**src/rtl/abd_pkg.sv**
```systemverilog
package abd_pkg;
  typedef enum logic [1:0] {
    ST_IDLE  = 2'd0,
    ST_ARMED = 2'd1,
    ST_MEAS  = 2'd2
  } abd_state_e;
endpackage

```
**src/rtl/abd_sync.sv**
```systemverilog
module abd_sync #(
  parameter int STAGES = 2
) (
  input  logic clk,
  input  logic rst,
  input  logic din,
  output logic dout,
  output logic rise,
  output logic fall
);
  logic [STAGES-1:0] chain;
  logic              prev;

  always_ff @(posedge clk) begin
    if (rst) begin
      chain <= '1;
      prev  <= 1'b1;
    end else begin
      chain <= {chain[STAGES-2:0], din};
      prev  <= chain[STAGES-1];
    end
  end

  assign dout = chain[STAGES-1];
  assign rise = dout & ~prev;
  assign fall = ~dout & prev;
endmodule

```
**src/rtl/abd_satcnt.sv**
```systemverilog
module abd_satcnt #(
  parameter int W = 16
) (
  input  logic         clk,
  input  logic         rst,
  input  logic         load_one,
  input  logic         inc,
  output logic [W-1:0] cnt
);
  localparam logic [W-1:0] MAXV = '1;

  always_ff @(posedge clk) begin
    if (rst)              cnt <= '0;
    else if (load_one)    cnt <= W'(1);
    else if (inc && cnt != MAXV) cnt <= cnt + W'(1);
  end


  no_wrap_chk: assert property (@(posedge clk) disable iff (rst)
    (inc && !load_one && cnt == MAXV) |=> (cnt == MAXV));
endmodule

```
**src/rtl/abd_divcalc.sv**
```systemverilog
module abd_divcalc #(
  parameter int CNT_W = 16,
  parameter int DIV_W = 16
) (
  input  logic [CNT_W-1:0] cnt,
  output logic [DIV_W-1:0] div,
  output logic             div_ok
);
  localparam int SUM_W = CNT_W + 1;
  logic [SUM_W-1:0] sum;

  always_comb begin
    sum    = SUM_W'(cnt) + SUM_W'(8);
    div    = DIV_W'(sum >> 4);
    div_ok = (cnt >= CNT_W'(8));
  end
endmodule

```
**src/rtl/autobaud_detect.sv**
```systemverilog
module autobaud_detect #(
  parameter int CNT_W     = 16,
  parameter int SYNC_STGS = 2
) (
  input  logic             clk,
  input  logic             rst,
  input  logic             rx_raw,
  input  logic             measure_en,
  input  logic             irq_en,
  input  logic             autoprog_en,
  input  logic             irq_ack,
  output logic [CNT_W-1:0] baud_count,
  output logic [7:0]       div_lo,
  output logic [7:0]       div_hi,
  output logic             div_we,
  output logic             lock_irq
);
  import abd_pkg::*;
  localparam int DIV_W = 16;

  abd_state_e       state;
  logic             en_q;
  logic             rx_s, rx_rise, rx_fall;
  logic [CNT_W-1:0] cnt;
  logic [DIV_W-1:0] div_calc;
  logic             div_ok;
  logic             start_meas, lock_now;

  abd_sync #(.STAGES(SYNC_STGS)) u_sync (
    .clk(clk), .rst(rst), .din(rx_raw),
    .dout(rx_s), .rise(rx_rise), .fall(rx_fall)
  );

  assign start_meas = (state == ST_ARMED) && measure_en && rx_fall;
  assign lock_now   = (state == ST_MEAS) && measure_en && rx_s;

  abd_satcnt #(.W(CNT_W)) u_cnt (
    .clk(clk), .rst(rst), .load_one(start_meas),
    .inc((state == ST_MEAS) && !rx_s), .cnt(cnt)
  );

  abd_divcalc #(.CNT_W(CNT_W), .DIV_W(DIV_W)) u_div (
    .cnt(cnt), .div(div_calc), .div_ok(div_ok)
  );

  always_ff @(posedge clk) begin
    if (rst) begin
      state      <= ST_IDLE;
      en_q       <= 1'b0;
      baud_count <= '0;
      div_lo     <= '0;
      div_hi     <= '0;
      div_we     <= 1'b0;
      lock_irq   <= 1'b0;
    end else begin
      en_q   <= measure_en;
      div_we <= 1'b0;
      if (irq_ack) lock_irq <= 1'b0;
      unique case (state)
        ST_IDLE:  if (measure_en && !en_q) state <= ST_ARMED;
        ST_ARMED: begin
          if (!measure_en)  state <= ST_IDLE;
          else if (rx_fall) state <= ST_MEAS;
        end
        ST_MEAS: begin
          if (!measure_en) state <= ST_IDLE;
          else if (rx_s) state <= ST_IDLE;
        end
        default: state <= ST_IDLE;
      endcase
      if (lock_now) begin
        baud_count <= cnt;
        if (irq_en) lock_irq <= 1'b1;
        if (autoprog_en && div_ok) begin
          div_lo <= div_calc[7:0];
          div_hi <= div_calc[15:8];
          div_we <= 1'b1;
        end
      end
    end
  end


  we_single_chk: assert property (@(posedge clk) disable iff (rst)
    div_we |=> !div_we);

  we_gated_chk: assert property (@(posedge clk) disable iff (rst)
    $rose(div_we) |-> $past(autoprog_en));

  we_min_chk: assert property (@(posedge clk) disable iff (rst)
    div_we |-> (baud_count >= CNT_W'(8)));

  irq_gate_chk: assert property (@(posedge clk) disable iff (rst)
    $rose(lock_irq) |-> $past(irq_en));

  irq_hold_chk: assert property (@(posedge clk) disable iff (rst)
    (lock_irq && !irq_ack) |=> lock_irq);

  count_stable_chk: assert property (@(posedge clk) disable iff (rst)
    !$past(lock_now) |-> $stable(baud_count));
endmodule

```
**config.mk**
```make
export PLATFORM = sky130hd
export DESIGN_NAME = autobaud_detect
export DESIGN_NICKNAME = d
export VERILOG_FILES = /design/src/rtl/abd_pkg.sv /design/src/rtl/abd_sync.sv /design/src/rtl/abd_satcnt.sv /design/src/rtl/abd_divcalc.sv /design/src/rtl/autobaud_detect.sv
export SDC_FILE = /design/constraint.sdc
export NUM_CORES = 1
export LEC_CHECK = 0
export ABC_AREA = 1
export BUFFER_PORTS_ARGS = -buffer_cell sky130_fd_sc_hd__buf_2
export CORE_MARGIN = 3
export CORE_UTILIZATION = 50
export DETAILED_ROUTE_END_ITERATION = 16
export PLACE_DENSITY = 0.74
export SLEW_MARGIN = 20
export SYNTH_ARGS = -nofsm -noshare
export SYNTH_HDL_FRONTEND = slang
export SYNTH_SLANG_ARGS = --single-unit
export TNS_END_PERCENT = 50
```
**constraint.sdc**
```tcl
create_clock -name clk -period 3.5 [get_ports clk]
set_input_delay 0.7 -clock clk [delete_from_list [all_inputs] [get_ports clk]]
set_output_delay 0.7 -clock clk [all_outputs]
set_load 0.01 [all_outputs]
```
==> results.py <==
metrics = {
    "setup_path": {
        "cpMostUsedCell": "nand2_1",
        "slowest_delay_ns": 0.54,
        "critical_path.slowest_cell": "o21ai_2",
        "cp.required_ns": 3.74,
        "critPathArrivalTime_ns": 2.25,
        "rrSetupSlack_ns": 1.48,
        "startpoint": "u_cnt.cnt[0]",
        "path_delay_family": "compound AO/OA/AOI/OAI gates",
        "path_depth": 7,
        "crit_buf_inv": 0,
        "worst-path-max-fanout": 13,
        "worstReg2RegStart": "u_cnt.cnt[0]",
        "r2r_end": "u_cnt.cnt[7]",
        "worstPathCellList": "ha_1 > nand2_1 > nor2_4 > nand2_2 > o21ai_2 > nand2_1 > a21oi_2",
        "rr_worst_depth": 7,
        "start_kind": "flop",
        "endpoint": "u_cnt.cnt[7]",
        "endpoint_kind": "flop",
        "path_class": "flop to flop",
    },
    "yosys": {
        "synth_ff_type": "dfxtp_1",
        "synth_top_area_share": 0.416,
        "async_reset_ff_frac": 0,
        "syn_area_um2": 2550,
        "synth_most_common_cell": "nand2_1",
        "synth.area.top_cells": "dfxtp_1 42%, nand2_1 15%, a21oi_1 6.1%, nor2_1 6.0%, nand3_1 5.3%",
        "ys_seq_elements": 53,
        "synthTopCellsByCount": "100 x nand2_1, 53 x dfxtp_1, 41 x nor2_1",
        "ys_types": 24,
        "synth_top_cell_by_area": "dfxtp_1",
        "synth_edf_count": 0,
        "yosysSeqAreaShare": 0.416,
        "netlist_instances": 364,
        "ys_warn_count": 0,
        "postSynthAreaPerCell_um2": 7.00,
    },
    "drt": {
        "via_count": 2310,
        "wl_um": 5670,
        "postRouteAntennaNets": 0,
        "wire_per_inst_um": 12.3,
        "dr.first_iter.drc_count": 204,
        "drc": 0,
        "viasPerCell": 5.00,
        "drt_first_pass_iters": 7,
    },
    "clocking": {
        "cts_buffers": 5,
        "clkLatencyLatePin_ns": 0.31,
        "clk_path_buf_depth": 2,
        "cts_max_level": 2,
        "cts_tree": "built",
        "clkTransAtPathRegs_ns": 0.10,
        "post_cts_buffers": 0,
        "clock_sinks": 53,
        "cts.repair.resized": 0,
        "cts_hold_buf": 0,
        "cts_root_buffer": "clkbuf_8",
    },
    "cells_and_area": {
        "stdcell_area_um2": 2820,
        "diodes": 0,
        "utilization": 0.585,
        "fillCellCount": 472,
        "area_growth_syn_to_layout_pct": 10.6,
        "drive_gt1_frac": 0.149,
        "final_nets": 404,
    },
    "die": {
        "rows": 25,
        "dieArea_um2": 5990,
        "start_util": 0.529,
        "die_height_um": 77.4,
        "ios": 41,
        "core-area_um2": 4820,
        "die_w_um": 77.4,
    },
    "timing": {
        "rsz0062_at_grt": "no",
        "final-hold-violation-count": 0,
        "fin_crit_sh": 0.576,
        "finalSetupViolCount": 0,
        "fin_ws_ns": 1.48,
        "fin_worst_skew_ns": 0.00750,
        "maxSlewViolCount": 0,
        "finalSetupTns_ns": 0,
        "period_needed_ns": 2.02,
        "max_freq_mhz": 496,
        "maxSlewHeadroom": 0.484,
        "worstMarginPinSlew_ns": 0.774,
    },
    "placed_design": {
        "io_buffer_count": 37,
        "place_ws_ns": 1.31,
        "dpl_cell_area_um2": 2720,
        "hpwl_um": 4120,
        "gp_congestion": 0.887,
    },
    "status": {
        "outcome": "finished clean",
    },
    "power": {
        "p_per_area_nw_per_um2": 353,
        "total_leakage_power_uw": 0.00127,
        "vdd_drop_max_uv": 337,
    },
    "run": {
        "maxCapViolations": 0,
    },
    "grt": {
        "grt_pass1_vias": 2079,
        "grt_max_degree": 31,
        "antenna_found_initial": 0,
        "overflow": 0,
        "grt_pass1_wl_um": 9700,
        "grtUsageTotal": 0.200,
    },
    "worst_hold_path": {
        "hold_path_class": "flop to flop",
    },
}
## registers in the layout, indices dropped and copies added, names as in the netlist
register      count
div_lo            8
baud_count       16
u_cnt.cnt        16
u_sync.prev       1
u_sync.chain      2
state             2
div_hi            5
div_we            1
en_q              1
lock_irq          1
## report_power, final
part | leakage [uW] | switching (uW) | internal, uW
clock network | 0.0000487 | 211 | 146
logic | 0.000796 | 20.0 | 8.52
registers | 0.000428 | 2.11 | 607
total | 0.00127 | 233 | 762
## area by class of cell
cell class                      count  area [um^2]  area share
Clock buffer                        5         68.8      0.0244
Multi-Input combinational cell    260         1250       0.444
Tap cell                           67         83.8      0.0298
Sequential cell                    53         1060       0.377
Inverter                           36          135      0.0480
Clock inverter                      3         26.3     0.00933
Timing Repair Buffer               38          193      0.0684
## worst reg2reg max path, cell delays in order, from the launching register on
cell,delay [ns]
dfxtp_1,0.41
ha_1,0.28
nand2_1,0.12
nor2_4,0.16
nand2_2,0.10
o21ai_2,0.54
nand2_1,0.17
a21oi_2,0.18
## cells in the final DEF (no fill, tap or decap), drive strengths merged, types with 3 or more instances in the layout
| cell | Yosys | layout |
|---|---|---|
| a21oi | 35 | 35 |
| nor2 | 45 | 45 |
| nand3 | 27 | 27 |
| buf | 12 | 38 |
| nand2 | 101 | 101 |
| inv | 36 | 37 |
| conb | 1 | 3 |
| xor2 | 15 | 15 |
| clkbuf | 5 | 5 |
| ha | 3 | 3 |
| nand4 | 7 | 7 |
| o21ai | 19 | 19 |
| dfxtp | 53 | 53 |
## logic make-up after synthesis
family	after synthesis	share of synthesized area
XOR/XNOR	16	0.0550
AO/OA/AOI/OAI	54	0.113
buffers and inverters	53	0.0962
adder cells (fa/ha/maj)	3	0.0147
flip-flops	53	0.416
other	1	0.00147
AND/OR/NAND/NOR	184	0.303
## per-layer routing
layer  vias to the layer above  track usage  part of all wire
met5                         -            0                 0
met4                         0       0.0587             0.017
met3                        11       0.0418             0.075
met2                        76        0.323              0.45
met1                      1014        0.268              0.46
li1                       1209            -                 -
## metrics by stage
step | hold slack, ns | power [uW] | std cells
final | 0.420 | 994 | 462
after global routing | 0.465 | 1040 | 462
after CTS | 0.422 | 1000 | 462
after detailed placement | 0.397 | 651 | 454
after global placement | 0.395 | 651 | 454
after floorplan | 0.389 | 645 | 366
## worst min-delay path by stage
stage	from	end	slack, ns	cells past startpoint
global route	u_sync.chain[0]	u_sync.chain[1]	0.46	1
finish	u_sync.chain[0]	u_sync.chain[1]	0.42	1
global placement	u_sync.chain[0]	u_sync.chain[1]	0.39	1
floorplan	u_sync.chain[0]	u_sync.chain[1]	0.39	1
detailed placement	u_sync.chain[0]	u_sync.chain[1]	0.40	1
CTS	u_sync.chain[0]	u_sync.chain[1]	0.42	1
(Power assumes the default switching activity.)
